`src/rtl/pkt_sync_pkg.sv`:
```
package pkt_sync_pkg;
  typedef enum logic [1:0] {
    ST_HUNT   = 2'd0,
    ST_VERIFY = 2'd1,
    ST_TRACK  = 2'd2
  } acq_state_t;
endpackage

```
`src/rtl/psa_byte_packer.sv`:
```
module psa_byte_packer #(
  parameter int W = 8
) (
  input  logic         clk,
  input  logic         rst_n,
  input  logic         bit_in,
  input  logic         bit_vld,
  input  logic         realign,
  output logic [W-1:0] win,
  output logic         byte_end
);
  localparam int CW = $clog2(W);

  logic [W-2:0] sr_q, sr_n;
  logic [CW-1:0] bcnt_q, bcnt_n;

  // sliding window of the last W bits, newest in the LSB
  assign win      = {sr_q, bit_in};
  assign byte_end = bit_vld && (realign || (bcnt_q == CW'(W-1)));

  always_comb begin
    sr_n   = sr_q;
    bcnt_n = bcnt_q;
    if (bit_vld) begin
      sr_n   = win[W-2:0];
      bcnt_n = byte_end ? '0 : bcnt_q + CW'(1);
    end
  end

  always_ff @(posedge clk or negedge rst_n) begin
    if (!rst_n) begin
      sr_q   <= '0;
      bcnt_q <= '0;
    end else begin
      sr_q   <= sr_n;
      bcnt_q <= bcnt_n;
    end
  end

  // the bit phase moves only on valid bits
  assert_phase_hold_R1: assert property (@(posedge clk) disable iff (!rst_n)
    !bit_vld |=> $stable(bcnt_q));
  // a realignment only happens on a valid bit
  assert_realign_on_bit_R4: assert property (@(posedge clk) disable iff (!rst_n)
    realign |-> bit_vld);
endmodule

```
`src/rtl/psa_sync_match.sv`:
```
module psa_sync_match #(
  parameter int          W          = 8,
  parameter logic [W-1:0] SYNC_LONG  = 8'h47,
  parameter logic [W-1:0] SYNC_SHORT = 8'h1D,
  parameter bit          ACCEPT_INV = 1'b1
) (
  input  logic [W-1:0] win,
  input  logic         frame_sel,
  output logic         hit
);
  logic long_hit;

  generate
    if (ACCEPT_INV) begin : g_inv
      assign long_hit = (win == SYNC_LONG) || (win == ~SYNC_LONG);
    end else begin : g_plain
      assign long_hit = (win == SYNC_LONG);
    end
  endgenerate

  assign hit = frame_sel ? (win == SYNC_SHORT) : long_hit;
endmodule

```
`src/rtl/psa_lock_ctr.sv`:
```
module psa_lock_ctr #(
  parameter int HYST_BASE = 16
) (
  input  logic       clk,
  input  logic       rst_n,
  input  logic [1:0] hyst_sel,
  input  logic       load,
  input  logic       inc,
  input  logic       dec,
  output logic       locked_nxt,
  output logic       locked,
  output logic       drop
);
  localparam int MAXL = HYST_BASE * 8;
  localparam int CW   = $clog2(MAXL + 1);

  logic [CW-1:0] limit;
  logic [CW-1:0] cnt_q, cnt_n;
  logic          lock_q, lock_n;

  assign limit = CW'(HYST_BASE) << hyst_sel;

  always_comb begin
    cnt_n = cnt_q;
    if (load)      cnt_n = CW'(1);
    else if (inc)  cnt_n = (cnt_q >= limit) ? limit : cnt_q + CW'(1);
    else if (dec)  cnt_n = (cnt_q == '0) ? '0 : cnt_q - CW'(1);

    lock_n = lock_q;
    if (cnt_n >= limit)  lock_n = 1'b1;
    else if (cnt_n == '0) lock_n = 1'b0;
  end

  assign drop       = dec && (cnt_q <= CW'(1));
  assign locked_nxt = lock_n;
  assign locked     = lock_q;

  always_ff @(posedge clk or negedge rst_n) begin
    if (!rst_n) begin
      cnt_q  <= '0;
      lock_q <= 1'b0;
    end else begin
      cnt_q  <= cnt_n;
      lock_q <= lock_n;
    end
  end

  // lock is gained only at the limit and lost only at zero
  assert_lock_at_limit_R6: assert property (@(posedge clk) disable iff (!rst_n)
    $rose(lock_q) |-> (cnt_q >= limit));
  assert_unlock_at_zero_R6: assert property (@(posedge clk) disable iff (!rst_n)
    $fell(lock_q) |-> (cnt_q == '0));
  assert_single_event_R6: assert property (@(posedge clk) disable iff (!rst_n)
    !(inc && dec) && !(load && (inc || dec)));
endmodule

```
`src/rtl/pkt_sync_acq.sv`:
```
module pkt_sync_acq
  import pkt_sync_pkg::*;
#(
  parameter int         LEN_LONG   = 204,
  parameter int         LEN_SHORT  = 147,
  parameter logic [7:0] SYNC_LONG  = 8'h47,
  parameter logic [7:0] SYNC_SHORT = 8'h1D,
  parameter int         HYST_BASE  = 16
) (
  input  logic       clk,
  input  logic       rst_n,
  input  logic       bit_in,
  input  logic       bit_vld,
  input  logic       frame_sel,
  input  logic [1:0] hyst_sel,
  input  logic       srch_en,
  output logic [7:0] byte_out,
  output logic       byte_vld,
  output logic       pkt_start,
  output logic       locked
);
  localparam int LMAX = (LEN_LONG > LEN_SHORT) ? LEN_LONG : LEN_SHORT;
  localparam int PW   = $clog2(LMAX);

  // asynchronous assert, synchronous release
  logic [1:0] rst_sync_q;
  logic       rst_int_n;
  always_ff @(posedge clk or negedge rst_n) begin
    if (!rst_n) rst_sync_q <= 2'b00;
    else        rst_sync_q <= {rst_sync_q[0], 1'b1};
  end
  assign rst_int_n = rst_sync_q[1];

  acq_state_t    st_q, st_n;
  logic [PW-1:0] pidx_q, pidx_n, last_idx;
  logic [7:0]    win, byte_q, byte_n;
  logic          vld_q, vld_n, ps_q, ps_n;
  logic          hit, realign, byte_end, slot0, chk;
  logic          load, inc, dec, drop, locked_nxt, lock_r;

  psa_byte_packer #(.W(8)) u_packer (
    .clk(clk), .rst_n(rst_int_n), .bit_in(bit_in), .bit_vld(bit_vld),
    .realign(realign), .win(win), .byte_end(byte_end)
  );

  psa_sync_match #(.W(8), .SYNC_LONG(SYNC_LONG), .SYNC_SHORT(SYNC_SHORT),
                   .ACCEPT_INV(1'b1)) u_match (
    .win(win), .frame_sel(frame_sel), .hit(hit)
  );

  psa_lock_ctr #(.HYST_BASE(HYST_BASE)) u_lock (
    .clk(clk), .rst_n(rst_int_n), .hyst_sel(hyst_sel), .load(load),
    .inc(inc), .dec(dec), .locked_nxt(locked_nxt), .locked(lock_r),
    .drop(drop)
  );

  assign last_idx = frame_sel ? PW'(LEN_SHORT - 1) : PW'(LEN_LONG - 1);
  assign realign  = srch_en && (st_q == ST_HUNT) && bit_vld && hit;
  assign slot0    = (st_q != ST_HUNT) && (pidx_q == '0);
  assign chk      = srch_en && byte_end && slot0;
  assign load     = (st_q == ST_VERIFY) && chk && hit;
  assign inc      = (st_q == ST_TRACK) && chk && hit;
  assign dec      = (st_q == ST_TRACK) && chk && !hit;

  always_comb begin
    st_n = st_q;
    case (st_q)
      ST_HUNT:   if (realign) st_n = ST_VERIFY;
      ST_VERIFY: if (chk)     st_n = hit ? ST_TRACK : ST_HUNT;
      ST_TRACK:  if (drop)    st_n = ST_HUNT;
      default:                st_n = ST_HUNT;
    endcase

    pidx_n = pidx_q;
    if (realign)       pidx_n = PW'(1);
    else if (byte_end) pidx_n = (pidx_q >= last_idx) ? '0 : pidx_q + PW'(1);

    vld_n  = byte_end;
    byte_n = byte_end ? win : byte_q;
    ps_n   = byte_end && slot0 && locked_nxt;
  end

  always_ff @(posedge clk or negedge rst_int_n) begin
    if (!rst_int_n) begin
      st_q   <= ST_HUNT;
      pidx_q <= '0;
      byte_q <= '0;
      vld_q  <= 1'b0;
      ps_q   <= 1'b0;
    end else begin
      st_q   <= st_n;
      pidx_q <= pidx_n;
      byte_q <= byte_n;
      vld_q  <= vld_n;
      ps_q   <= ps_n;
    end
  end

  assign byte_out  = byte_q;
  assign byte_vld  = vld_q;
  assign pkt_start = ps_q;
  assign locked    = lock_r;

  // a byte only follows a valid input bit
  assert_byte_after_bit_R1: assert property (@(posedge clk) disable iff (!rst_int_n)
    byte_vld |-> $past(bit_vld));
  // packet start only with a byte and only under lock
  assert_start_needs_lock_R8: assert property (@(posedge clk) disable iff (!rst_int_n)
    pkt_start |-> (locked && byte_vld));
  // with the search off the acquisition state and lock hold
  assert_state_frozen_R9: assert property (@(posedge clk) disable iff (!rst_int_n)
    !srch_en |=> (st_q == $past(st_q)));
  assert_lock_frozen_R9: assert property (@(posedge clk) disable iff (!rst_int_n)
    !srch_en |=> $stable(locked));
  // lock is never held while hunting
  assert_no_lock_in_hunt_R6: assert property (@(posedge clk) disable iff (!rst_int_n)
    (st_q == ST_HUNT) |-> !locked);
endmodule

```
`config.mk`:
```
export PLATFORM = sky130hd
export DESIGN_NAME = pkt_sync_acq
export DESIGN_NICKNAME = d
export VERILOG_FILES = /design/src/rtl/pkt_sync_pkg.sv /design/src/rtl/psa_byte_packer.sv /design/src/rtl/psa_sync_match.sv /design/src/rtl/psa_lock_ctr.sv /design/src/rtl/pkt_sync_acq.sv
export SDC_FILE = /design/constraint.sdc
export NUM_CORES = 1
export LEC_CHECK = 0
export BUFFER_PORTS_ARGS = -buffer_cell sky130_fd_sc_hd__buf_2
export CORE_ASPECT_RATIO = 0.5
export CORE_MARGIN = 5
export CORE_UTILIZATION = 40
export CTS_CLUSTER_DIAMETER = 200
export DETAILED_ROUTE_END_ITERATION = 10
export HOLD_SLACK_MARGIN = 0.08
export PLACE_DENSITY_LB_ADDON = 0.12
export SKIP_LAST_GASP = 1
export SYNTH_ARGS = -nofsm -noshare
export SYNTH_HDL_FRONTEND = slang
export SYNTH_SLANG_ARGS = --single-unit
```
`constraint.sdc`:
```
create_clock -name clk -period 1.3 [get_ports clk]
set_clock_uncertainty 0.1 [all_clocks]
set_input_delay 0.065 -clock clk [delete_from_list [all_inputs] [get_ports clk]]
set_output_delay 0.065 -clock clk [all_outputs]
set_load 0.1 [all_outputs]
```
# Word-level counts from Yosys, hierarchy flattened
# Cells that the tools add are included.
[classes]
addsub = 4
magnitude_cmp = 4
n_eq_ne = 9
n_shift = 1
n_mux = 18
n_reduce_logical = 25
[op_table]
columns = ["op", "count"]
rows = [
  ["8-bit two-way mux", 8],
  ["8-bit greater-or-equal comparator", 3],
  ["8-bit logical NOT", 3],
  ["8-bit by 1-bit adder with 8-bit output (second input constant)", 2],
  ["1-bit logical AND", 15],
  ["8-bit by 5-bit == test with 1-bit output (second input constant)", 1],
  ["8-bit by 7-bit == test with 1-bit output (second input constant)", 1],
  ["8-bit == test (second input constant)", 1],
  ["8-bit by 1-bit <= comparator with 1-bit output (second input constant)", 1],
  ["2-bit two-way mux", 4],
  ["5-bit by 2-bit << shifter with 8-bit output (first input constant)", 1],
  ["8-bit by 1-bit subtractor with 8-bit output (second input constant)", 1],
  ["7-bit two-way mux", 1],
  ["2-bit one-hot mux with 3 select lines", 1],
  ["2-bit inequality test (second input constant)", 2],
  ["2-bit nonzero test", 2],
  ["3-bit by 1-bit adder with 3-bit output (second input constant)", 1],
  ["3-bit == test (second input constant)", 1],
  ["1-bit two-way mux", 3],
  ["3-bit two-way mux", 1],
  ["3-bit AND reduction", 1],
  ["2-bit by 1-bit == test with 1-bit output (second input constant)", 1],
  ["2-bit == test (second input constant)", 1],
  ["2-bit logical NOT", 1],
  ["other kinds (3)", 4],
]
[word_totals]
reg_bits = 41
input_bits = 8
output_inout_bits = 11
word_cells = 71

# Depth between registers and ports, before layout
# Gate-level depths: netlist of run 1.
[depth]
ltp_word = 17
mapped_depth = 17
ltp_nobuf = 17

# By module
# A second synthesis of run 1 with hierarchy kept.
[unflattened]
hier_cells = 261
hier_area_um2 = 2657.5
[by_module_without_submodules]
columns = ["module", "n_inst", "cells_each", "area_each_um2"]
rows = [
  ["pkt_sync_acq", 1, 98, 1099.8],
  ["psa_lock_ctr", 1, 123, 1066.0],
  ["psa_byte_packer", 1, 31, 427.9],
  ["psa_sync_match", 1, 9, 63.8],
]

# Worst setup path before layout of run 1
# No wires, ideal clock.
[synth_timing]
path_kind = "register to register"
from = "reg pidx_q[0]"
to = "reg ps_q (netlist: pkt_start)"
setup_ps = 133
arrival_time_ps = 3760
t_required_ps = 1067
setup_slack_ps = -2694
stages_incl_launch_ff = 17
n_path_buf = 1
path_cell_list = "dfrtp_1 inv_1 ha_1 or4b_4 or4b_4 or3_4 buf_6 o21a_1 nor2_1 ha_1 o21a_1 o21a_1 o21ai_0 nand2b_1 a311o_1 nor4_2 a211oi_2"
[synth_via]
elab_chain_cells = 12
word_cells_on_any_way = 17
classes_between = "1 x order compare; 5 x mux; 11 x reduce/logical"
[synth_rtl]
columns = ["item", "line", "text"]
rows = [
  ["from (decl)", "pkt_sync_acq.sv:35", "logic [PW-1:0] pidx_q, pidx_n, last_idx;"],
  ["from (signal assigned)", "pkt_sync_acq.sv:92", "pidx_q <= pidx_n;"],
  ["8-bit logical NOT (*)", "pkt_sync_acq.sv:59", "assign slot0 = (st_q != ST_HUNT) && (pidx_q == '0);"],
  ["1-bit logical AND (*)", "pkt_sync_acq.sv:59", ""],
  ["1-bit logical AND (*)", "pkt_sync_acq.sv:60", "assign chk = srch_en && byte_end && slot0;"],
  ["1-bit logical AND", "pkt_sync_acq.sv:62, pkt_sync_acq.sv:63", ""],
  ["1-bit logical AND", "pkt_sync_acq.sv:63", "assign dec = (st_q == ST_TRACK) && chk && !hit;"],
  ["8-bit two-way mux", "psa_lock_ctr.sv:27", "else if (dec) cnt_n = (cnt_q == '0) ? '0 : cnt_q - CW'(1);"],
  ["8-bit two-way mux", "psa_lock_ctr.sv:26", "else if (inc) cnt_n = (cnt_q >= limit) ? limit : cnt_q + CW'(1);"],
  ["8-bit two-way mux (*)", "psa_lock_ctr.sv:25", "if (load) cnt_n = CW'(1);"],
  ["via u_lock.cnt_n[4]", "psa_lock_ctr.sv:18", "logic [CW-1:0] cnt_q, cnt_n;"],
  ["parallel branches: the longest is 2 deep, another holds 8-bit greater-or-equal comparator", "-", ""],
  ["1-bit two-way mux (*)", "psa_lock_ctr.sv:30", "if (cnt_n >= limit) lock_n = 1'b1;"],
  ["1-bit logical AND (*)", "pkt_sync_acq.sv:80", "ps_n = byte_end && slot0 && locked_nxt;"],
  ["via ps_n", "pkt_sync_acq.sv:37", "logic vld_q, vld_n, ps_q, ps_n;"],
  ["to (signal assigned)", "pkt_sync_acq.sv:95", "ps_q <= ps_n;"],
  ["to (decl)", "pkt_sync_acq.sv:37", ""],
]
# Mark *: on every way through the listed nets, which the timed path passes.
# A chain may end at the register's enable or synchronous reset.

# Final worst setup path of run 1
# Ends and elaborated chain as after synthesis.

==> flow_summary.json, run 1 <==
{
  "crit_cells": 16,
  "finalInstanceArea_sq_um": 4400,
  "worstSetupPathType": "flop to flop",
  "num_antenna_cells": 0,
  "first_global_vias": 2827,
  "fill_cells": 524,
  "nets": 469,
  "swShare_pct": 42.6,
  "gp_congestion": 0.894,
  "fin_util_pct": 66.7,
  "synth.ff_latch_count": 41,
  "grtUsageTotal_pct": 20.6,
  "p_int_uw": 3150,
  "yosys-top-cells-count": "dfrtp_1 (41), nand2_1 (35), o21ai_0 (21)",
  "fmax_mhz": 251,
  "cts.clk_slew.worst_paths_ns": 0.07,
  "drc_errors": 0,
  "routed_via_density": 5.28,
  "synth_edf_count": 0,
  "dr.pass1.iters": 5,
  "dp.cells": 498,
  "end_kind": "flop",
  "drv_slew": 0,
  "rows": 21,
  "violations": "setup timing",
  "drive_above_1_share_pct": 49.3,
  "syn-num-nets": 326,
  "clock_power_share_pct": 23.6,
  "min_period_ns": 3.98,
  "ff2ff_setup_slack_ns": -2.68,
  "hold_path_class": "flop to async pin",
  "p_comb_share_pct": 45.2,
  "async_flop_share_pct": 100,
  "synth.most_common_cell": "dfrtp_1",
  "yosysTopAreaCellShare_pct": 38.3,
  "cpMaxStageDelayCell": "or4b_4",
  "multiInputGateArea_sq_um": 1840,
  "fin_crit_sh_pct": 306,
  "syn_inst": 298,
  "io_pins": 19,
  "hold_violations": 0,
  "peakVddDrop_v": 0.00155,
  "initial_core_util_pct": 40.6,
  "critPathBufInv": 2,
  "cts_made_buffers": 5,
  "syn_area_per_cell_sq_um": 8.99,
  "drt_iter0_drc": 137,
  "cts_sinks": 41,
  "cpPeakStageDelay_ns": 0.50,
  "outcome": "finished, violations left",
  "setup_violations": 32,
  "core_sq_um": 6600,
  "die-height_microns": 67.9,
  "finalWirelength_microns": 8650,
  "wl_per_cell_microns": 16.2,
  "regArea_sq_um": 1030,
  "portBuffers": 18,
  "seq_power_share_pct": 31.2,
  "areaGrowthSynthToFinish_pct": 64.3,
  "cts_tree": "built",
  "yosysWarnings": 0,
  "yosysUniqueCellTypes": 55,
  "dieArea_sq_um": 8530,
  "final_antenna_net_count": 0,
  "synth-main-ff-cell": "dfrtp_1",
  "fp.dieW_microns": 126,
  "p_per_area_nw_per_um2": 1250,
  "dp_hpwl_microns": 5890,
  "insertion_delay_ns": 0.29,
  "place_ws_ns": -2.79,
  "root_buffer": "clkbuf_16",
  "maxCapViolations": 0,
  "worstSetupStartpointType": "flop",
  "seq_area_frac_synth_pct": 38.3,
  "p_leak_uw": 0.00212,
  "cp_top_family": "simple AND/OR/NAND/NOR gates",
  "grt_pass1_wl_microns": 13700,
  "gr-total-overflow": 0,
  "synth_top_cell_by_area": "dfrtp_1",
  "cp.arrival_ns": 4.05,
  "place_area_sq_um": 3700,
  "cts.path.max_buffers": 2,
  "antenna_found_initial": 0,
  "cp_cell_sequence": "inv_2 -> ha_1 -> or4b_4 -> or4b_4 -> buf_4 -> a21o_1 -> nor3_1 -> nor2_2 -> ha_1 -> o21a_1 -> o21a_1 -> o21ai_1 -> nand2b_1 -> a311o_1 -> nor4_4 -> a211oi_2",
  "route.vias.total": 2821,
  "critPathMaxFanout": 3,
  "stdcell_count": 534,
  "tns_ns": -41.63,
  "grt_max_degree": 26,
  "worst_slack_ns": -2.68,
  "switchingPower_uw": 2340,
  "rr_worst_depth": 16,
  "rsz0062_at_grt": "true",
  "synth_area_sq_um": 2680,
  "worst_ep_required_time_ns": 1.37,
  "synth.area.top_cells": "dfrtp_1 (38%), ha_1 (9.3%), nand2_1 (4.9%)",
  "htree_levels": 2
}
## logic make-up (layout without fill, tap and decap cells)
family,after synthesis,count (layout),share of synthesized area (%)
AOI/OAI and AO/OA,76,76,18.8
buffers and inverters,28,172,4.39
xor gates and xnor gates,6,6,1.96
other,1,1,0.140
and+or+nand+nor,117,117,23.3
DFF,41,41,38.3
muxes,9,9,3.69
adders and majority gates,20,20,9.35
## metrics by stage
stage	hold slack, ns	power, uW
after floorplan	-0.331	3210
after global placement	-0.251	3830
after detailed placement	-0.247	3870
after CTS	0.101	5340
after global routing	0.130	5780
final	0.0905	5500
## flip-flops by register name, indices dropped and copies added, names as in the netlist
signal	flops
u_lock.cnt_q	8
byte_vld	1
pidx_q	8
byte_out	8
u_packer.bcnt_q	3
pkt_start	1
rst_sync_q	2
u_lock.locked	1
st_q	2
u_packer.sr_q	7
## what timing repair did
action,CTS,global route
pin swaps,17,17
hold buffers,3,0
setup endpoints to repair,32,33
gates resized for setup,39,27
endpoints found under the hold margin,4,0
buffers inserted,15,11
cloned,2,1
## power by group through the flow
| stage | logic (uW) | clock network, uW | registers [uW] |
|---|---|---|---|
| 3_5_place_dp | 2150 | 0 | 1720 |
| 5_1_grt | 2650 | 1380 | 1750 |
| 3_3_place_gp | 2130 | 0 | 1710 |
| 2_1_floorplan | 579 | 0 | 2630 |
| 4_1_cts | 2320 | 1320 | 1700 |
| 6_report | 2480 | 1300 | 1710 |
## per-layer routing
| metal | up-vias | global-route usage [%] | wire length [microns] | part of all wire, % |
|---|---|---|---|---|
| met5 | - | 0 | 0 | 0 |
| met4 | 0 | 5.95 | 101 | 1.2 |
| met2 | 60 | 37.0 | 4260 | 49 |
| met3 | 12 | 4.52 | 277 | 3.2 |
| li1 | 1372 | - | - | - |
| met1 | 1377 | 25.7 | 4010 | 46 |
## path summary, 6_finish.rpt
path | startpoint | to
setup / recovery | pidx_q[0] | pkt_start
hold / removal | rst_sync_q[1] | pidx_q[6]
setup reg to reg | pidx_q[0] | pkt_start
hold reg to reg | rst_sync_q[1] | pidx_q[6]
max in group asynchronous | rst_n | rst_sync_q[1]
min in group clk | bit_vld | u_packer.bcnt_q[1]
## placed cells by master (no fill, tap or decap), drive strengths merged, types with 4 or more instances in the layout
cell / netlist / layout
nand2b: 7 / 7
o21ai: 24 / 24
dfrtp: 41 / 41
nor2b: 5 / 5
o22ai: 4 / 4
inv: 13 / 14
ha: 20 / 20
buf: 6 / 146
nor2: 16 / 16
nor4: 6 / 6
mux2: 7 / 7
nand2: 35 / 35
o31ai: 4 / 4
a21oi: 14 / 14
and3: 8 / 8
nand3: 16 / 16
a211oi: 6 / 6
a21o: 8 / 8
nor3: 7 / 7
clkbuf: 9 / 7
## cell type report
class                           count  area share, %
Clock buffer                        5           2.84
Clock inverter                      3          0.569
Inverter                           13           1.22
Multi-Input combinational cell    229           41.7
Sequential cell                    41           23.3
Tap cell                           92           2.62
Timing Repair Buffer              151           27.7
(Power assumes the default switching activity.)
==> run 2, diff against run 1 <==
--- a/config.mk
+++ b/config.mk
@@ -16,4 +16,5 @@
 export SKIP_LAST_GASP = 1
 export SYNTH_ARGS = -nofsm -noshare
 export SYNTH_HDL_FRONTEND = slang
+export SYNTH_HIERARCHICAL = 1
 export SYNTH_SLANG_ARGS = --single-unit
==> run 2 against run 1 <==
Against the previous run:
- the run still ends with setup timing left
- flip-flop and latch count is the same
- sequential power is essentially flat
- utilization shrank 5.0 points
- clock power shrank 7%
- highest routed layer unchanged
==> flow_summary.json, run 2 <==
{
  "wl_met3_microns": 166,
  "cpPeakStageDelay_ns": 0.38,
  "yosys-top-cells-count": "dfrtp_1 (41), ha_1 (20), inv_1 (17)",
  "r2r-end": "pkt_start",
  "syn_inst": 261,
  "worst_slack_ns": -3.43,
  "finalWirelength_microns": 7000,
  "switchingPower_uw": 2270,
  "async_flop_share_pct": 100,
  "hold_violations": 0,
  "p_int_uw": 3150,
  "num_antenna_cells": 0,
  "most-common-layout-cells": "buf_4 (105), dfrtp_1 (40), ha_1 (20), buf_2 (18)",
  "synth-main-ff-cell": "dfrtp_1",
  "yosysWarnings": 6,
  "cp_cell_sequence": "and4bb_1 -> nand4_1 -> a31oi_4 -> nand3_2 -> nand2b_4 -> clkinv_4 -> o21a_4 -> nor4b_4 -> nand4b_1 -> nor4_4 -> nor4b_4 -> buf_4 -> nand3_1 -> xor2_1 -> nor2_1 -> or2_4 -> ha_1 -> o21ai_2 -> o311ai_1 -> nor4bb_1 -> a31oi_1 -> and4b_1",
  "syn-num-nets": 289,
  "final_common_cell": "buf_4",
  "tns_ns": -47.93,
  "rsz0062_at_grt": "true",
  "initial_core_util_pct": 40.5,
  "synth_area_sq_um": 2660,
  "worst_ep_required_time_ns": 1.36,
  "grt_pass1_wl_microns": 12200,
  "seq_power_share_pct": 31.7,
  "synth_top_cell_by_area": "dfrtp_1",
  "p_comb_share_pct": 46.0,
  "worstSetupStartpointType": "flop",
  "synth_simple_gate_area_share_pct": 19.9,
  "antenna_found_initial": 0,
  "holdWs_ns": 0.122,
  "hold_path_class": "input port to flop",
  "dr.pass1.iters": 4,
  "clock_power_share_pct": 22.4,
  "critPathMaxFanout": 5,
  "fin_crit_sh_pct": 364,
  "fp.dieW_microns": 125,
  "total_power_uw": 5420,
  "cp_top_family": "simple AND/OR/NAND/NOR gates",
  "drc_errors": 0,
  "synth.area.top_cells": "dfrtp_1 (39%), ha_1 (9.4%), mux2_2 (6.4%)",
  "ff2ff_setup_slack_ns": -3.43,
  "yosysUniqueCellTypes": 66,
  "cts_made_buffers": 5,
  "place_ws_ns": -3.52,
  "cts.clk_slew.worst_paths_ns": 0.06,
  "portBuffers": 18,
  "synth_compound_area_share_pct": 17.0,
  "route.vias.total": 2481,
  "synth.ff_latch_count": 41,
  "p_leak_uw": 0.00191,
  "root_buffer": "clkbuf_16",
  "outcome": "finished, violations left",
  "yosysTopAreaCellShare_pct": 38.6,
  "setup_violations": 32,
  "core_sq_um": 6570,
  "end_kind": "flop",
  "final_antenna_net_count": 0,
  "gr-total-overflow": 0,
  "synth_top_family_by_area": "simple AND/OR/NAND/NOR gates",
  "cpMaxStageDelayCell": "dfrtp_1",
  "drive_above_1_share_pct": 52.3,
  "maxUsedRoutingLayer": "met4",
  "grtUsageTotal_pct": 18.0,
  "synthXorXnorAreaFrac_pct": 3.63,
  "routed_via_density": 5.15,
  "seq_area_frac_synth_pct": 38.6,
  "htree_levels": 2,
  "violations": "setup timing",
  "rr_worst_depth": 22,
  "maxCapViolations": 0,
  "peakVddDrop_v": 0.00281,
  "cts_tree": "built",
  "synth_edf_count": 0,
  "swShare_pct": 41.9,
  "met1_length_microns": 3210,
  "path_common_cell": "nor4b_4",
  "wl_per_cell_microns": 14.5,
  "cts.path.max_buffers": 2,
  "place_area_sq_um": 3580,
  "min_period_ns": 4.73,
  "finalInstanceArea_sq_um": 4050,
  "reg2reg_from": "u_packer/sr_q[5]",
  "crit_end": "pkt_start",
  "io_pins": 19,
  "muxShareOfSynthArea_pct": 6.36,
  "die-height_microns": 67.6,
  "dieArea_sq_um": 8470,
  "cts_sinks": 41,
  "drv_slew": 0,
  "first_global_vias": 2652,
  "hold_start": "bit_vld",
  "startpoint": "u_packer/sr_q[5]",
  "rows": 21,
  "worstSetupPathType": "flop to flop",
  "cp.arrival_ns": 4.80,
  "synth.most_common_cell": "dfrtp_1",
  "fmax_mhz": 211,
  "areaGrowthSynthToFinish_pct": 52.5,
  "dp_hpwl_microns": 5150,
  "syn_area_per_cell_sq_um": 10.2,
  "p_per_area_nw_per_um2": 1340,
  "insertion_delay_ns": 0.28,
  "nets": 417,
  "gp_congestion": 0.890,
  "critPathBufInv": 2,
  "crit_cells": 22,
  "wl_met2_microns": 3460,
  "grt_max_degree": 40,
  "synthAdderAreaFrac_pct": 9.42,
  "drt_iter0_drc": 112
}
==> run 2: what timing repair did <==
item                                    in CTS  in global routing
pin swaps                                   23                  8
setup buffers                               25                  9
gates resized for setup                     24                  8
endpoints found under the setup margin      32                 32
hold buffers                                 3                  0
hold endpoints to repair                     4                  0
==> run 2: area by class of cell <==
class	instances	area (sq um)
Multi-Input combinational cell	193	1730
Inverter	18	72.6
Clock inverter	3	22.5
Sequential cell	41	1030
Tap cell	92	115
Fill cell	533	2510
Clock buffer	5	125
Timing Repair Buffer	130	962
==> run 2: cells by family (layout without fill, tap and decap cells) <==
family / Yosys count / after routing
adder cells (fa/ha/maj): 20 / 20
AND/OR/NAND/NOR: 85 / 85
flip-flops: 41 / 41
other: 1 / 1
buffers and inverters: 27 / 156
multiplexers: 15 / 15
XOR/XNOR: 11 / 11
AO/OA/AOI/OAI: 61 / 61
==> run 2: stage by stage <==
stage | util, % | cells
2_1_floorplan | - | 261
3_5_place_dp | 54.6 | 452
6_report | 61.7 | 482
5_1_grt | 61.7 | 482
4_1_cts | 60.6 | 477
3_3_place_gp | 54.6 | 452
==> run 2: power groups by stage <==
stage | registers (uW) | logic [uW] | clock network, uW
2_1_floorplan | 2700 | 664 | 0
3_3_place_gp | 1710 | 2360 | 0
3_5_place_dp | 1730 | 2400 | 0
4_1_cts | 1710 | 2490 | 1240
5_1_grt | 1760 | 2660 | 1310
6_report | 1710 | 2490 | 1210
==> run 2: worst min-delay path by stage <==
stage / to / slack (ns) / depth (start not counted)
after detailed placement: rst_sync_q[0] / -0.25 / 1
final: u_packer/bcnt_q[0] / 0.12 / 3
after global placement: rst_sync_q[0] / -0.25 / 1
after global routing: u_packer/bcnt_q[0] / 0.13 / 3
after CTS: u_packer/bcnt_q[0] / 0.12 / 3
after floorplan: rst_sync_q[0] / -0.33 / 0
==> run 2: layer usage <==
| metal | vias up | track usage (%) |
|---|---|---|
| li1 | 1226 | - |
| met5 | - | 0 |
| met4 | 0 | 7.03 |
| met2 | 37 | 33.0 |
| met3 | 18 | 3.32 |
| met1 | 1200 | 21.4 |
==> run 2: worst min-delay path, delay by kind of cell <==
family	cells	cell delay, ns
compound gates	1	0.09
buf+inv	2	0.30
==> run 3, diff against run 2 <==
--- a/config.mk
+++ b/config.mk
@@ -13,6 +13,7 @@
 export DETAILED_ROUTE_END_ITERATION = 10
 export HOLD_SLACK_MARGIN = 0.08
 export PLACE_DENSITY_LB_ADDON = 0.12
+export SKIP_CTS_REPAIR_TIMING = 1
 export SKIP_LAST_GASP = 1
 export SYNTH_ARGS = -nofsm -noshare
 export SYNTH_HDL_FRONTEND = slang
==> run 3 against run 2 <==
Against the previous run:
- largest power group unchanged
- the run still ends with setup timing left
- utilization fell by 2.7 points
- final cell count fell by 2.9%
- flip-flop and latch count did not move
- worst hold slack got worse by 0.0018 ns
- power fell by 1.5%
- first-iteration DRC count rose by 24%
- sequential share of layout area rose by 1.2 points
- global-route usage fell by 1.3 points
- sequential power barely moved
==> flow_summary.json, run 3 (same netlist as run 2, synthesis figures left out) <==
{
  "root_buffer": "clkbuf_16",
  "critPathBufInv": 1,
  "clock_power_share_pct": 22.7,
  "grt_max_degree": 40,
  "worstSetupPathType": "flop to flop",
  "antenna_found_initial": 0,
  "cts.path.max_buffers": 2,
  "final_common_cell": "buf_4",
  "cts_made_buffers": 5,
  "maxCapViolations": 0,
  "rows": 21,
  "rsz0062_at_grt": "true",
  "dp.cells": 452,
  "p_comb_share_pct": 45.3,
  "switchingPower_uw": 2230,
  "setup_violations": 32,
  "num_antenna_cells": 0,
  "grtUsageTotal_pct": 16.7,
  "hold_path_class": "flop to async pin",
  "p_int_uw": 3110,
  "gp_congestion": 0.890,
  "finalWirelength_microns": 6610,
  "path_common_cell": "o21a_1",
  "initial_core_util_pct": 40.5,
  "final_antenna_net_count": 0,
  "core_sq_um": 6570,
  "grt_pass1_wl_microns": 11300,
  "cts_sinks": 41,
  "worst_slack_ns": -3.40,
  "areaGrowthSynthToFinish_pct": 45.9,
  "cp.arrival_ns": 4.77,
  "critPathMaxFanout": 5,
  "grt-busiest-layer": "met2",
  "cp_top_family": "simple AND/OR/NAND/NOR gates",
  "cpMaxStageDelayCell": "dfrtp_1",
  "wl_per_cell_microns": 14.1,
  "use_met1_pct": 20.4,
  "p_leak_uw": 0.00182,
  "cp_cell_sequence": "and4bb_1 -> nand4_1 -> a31oi_4 -> nand3_2 -> nand2b_4 -> clkinv_4 -> o21a_4 -> nor4b_4 -> nand4b_1 -> nor4_4 -> nor2b_2 -> a41o_2 -> a21oi_2 -> a311o_1 -> ha_1 -> o21a_1 -> o21a_1 -> o21ai_2 -> o311ai_1 -> nor4bb_1 -> a31oi_1 -> and4b_1",
  "grtUsageMet3_pct": 3.08,
  "htree_levels": 2,
  "die-height_microns": 67.6,
  "cts.clk_slew.worst_paths_ns": 0.06,
  "dp_hpwl_microns": 5150,
  "p_per_area_nw_per_um2": 1380,
  "gr-total-overflow": 0,
  "worst_ep_required_time_ns": 1.37,
  "route.vias.total": 2365,
  "end_kind": "flop",
  "worstSetupStartpointType": "flop",
  "stdcell_count": 468,
  "holdWs_ns": 0.120,
  "first_global_vias": 2459,
  "dieArea_sq_um": 8470,
  "nets": 403,
  "outcome": "finished, violations left",
  "insertion_delay_ns": 0.28,
  "drv_slew": 0,
  "routed_via_density": 5.05,
  "grtUsageMet2_pct": 30.3,
  "cts_tree": "built",
  "cpPeakStageDelay_ns": 0.38,
  "swShare_pct": 41.8,
  "seq_power_share_pct": 32.1,
  "peakVddDrop_v": 0.00272,
  "fin_crit_sh_pct": 362,
  "io_pins": 19,
  "fmax_mhz": 213,
  "hold_violations": 0,
  "drc_errors": 0,
  "drt_iter0_drc": 139,
  "portBuffers": 18,
  "drive_above_1_share_pct": 48.7,
  "dr.pass1.iters": 4,
  "min_period_ns": 4.70,
  "violations": "setup timing",
  "fp.dieW_microns": 125,
  "most-common-layout-cells": "buf_4 (93), dfrtp_1 (40), ha_1 (20), buf_2 (18)"
}
-- run 3: area by class of cell --
type,count,area [sq um]
clock inverters,3,22.5
multi-input cells,193,1670
fillers,551,2690
well taps,92,115
repair buffers,116,850
flip-flops and latches,41,1030
inverters,18,72.6
clock buffers,5,125
-- run 3: power groups by stage --
stage / clock network (uW) / logic [uW] / registers [uW]
2_1_floorplan: 0 / 664 / 2700
3_3_place_gp: 0 / 2360 / 1710
3_5_place_dp: 0 / 2400 / 1730
4_1_cts: 1240 / 2410 / 1710
5_1_grt: 1320 / 2590 / 1750
6_report: 1210 / 2420 / 1710
-- run 3: routing by layer --
layer  up-vias  wire (microns)
met4         0              70
li1       1200               -
met5         -               0
met2        31            3230
met3         7             188
met1      1127            3120
-- run 3: worst register-to-register path, delay by kind of cell (launching register included) --
family,cells,cell delay [ns]
and+or+nand+nor,10,2.18
AOI/OAI and AO/OA,10,1.60
DFF,1,0.38
adders and majority gates,1,0.27
buffers and inverters,1,0.05
-- run 3: through the flow --
step / area (sq um) / total power [uW] / setup TNS [ns] / setup slack, ns / utilization, %
floorplan: 2770 / 3360 / -43.03 / -3.50 / -
finish: 3880 / 5340 / -46.42 / -3.40 / 59.0
detailed placement: 3580 / 4130 / -47.04 / -3.52 / 54.6
CTS: 3730 / 5360 / -48.05 / -3.56 / 56.8
global route: 3880 / 5660 / -50.95 / -3.60 / 59.0
global placement: 3580 / 4070 / -45.19 / -3.38 / 54.6
-- run 3: final timing paths --
path | startpoint | to | slack, ns | cells past startpoint
setup / recovery | u_packer/sr_q[5] | pkt_start | -3.40 | 22
hold / removal | rst_sync_q[1] | pidx_q[0] | 0.12 | 1
setup reg to reg | u_packer/sr_q[5] | pkt_start | -3.40 | 22
hold reg to reg | rst_sync_q[1] | pidx_q[0] | 0.12 | 1
max in group asynchronous | rst_n | rst_sync_q[1] | 0.45 | 3
min in group clk | bit_vld | u_packer/bcnt_q[0] | 0.12 | 3
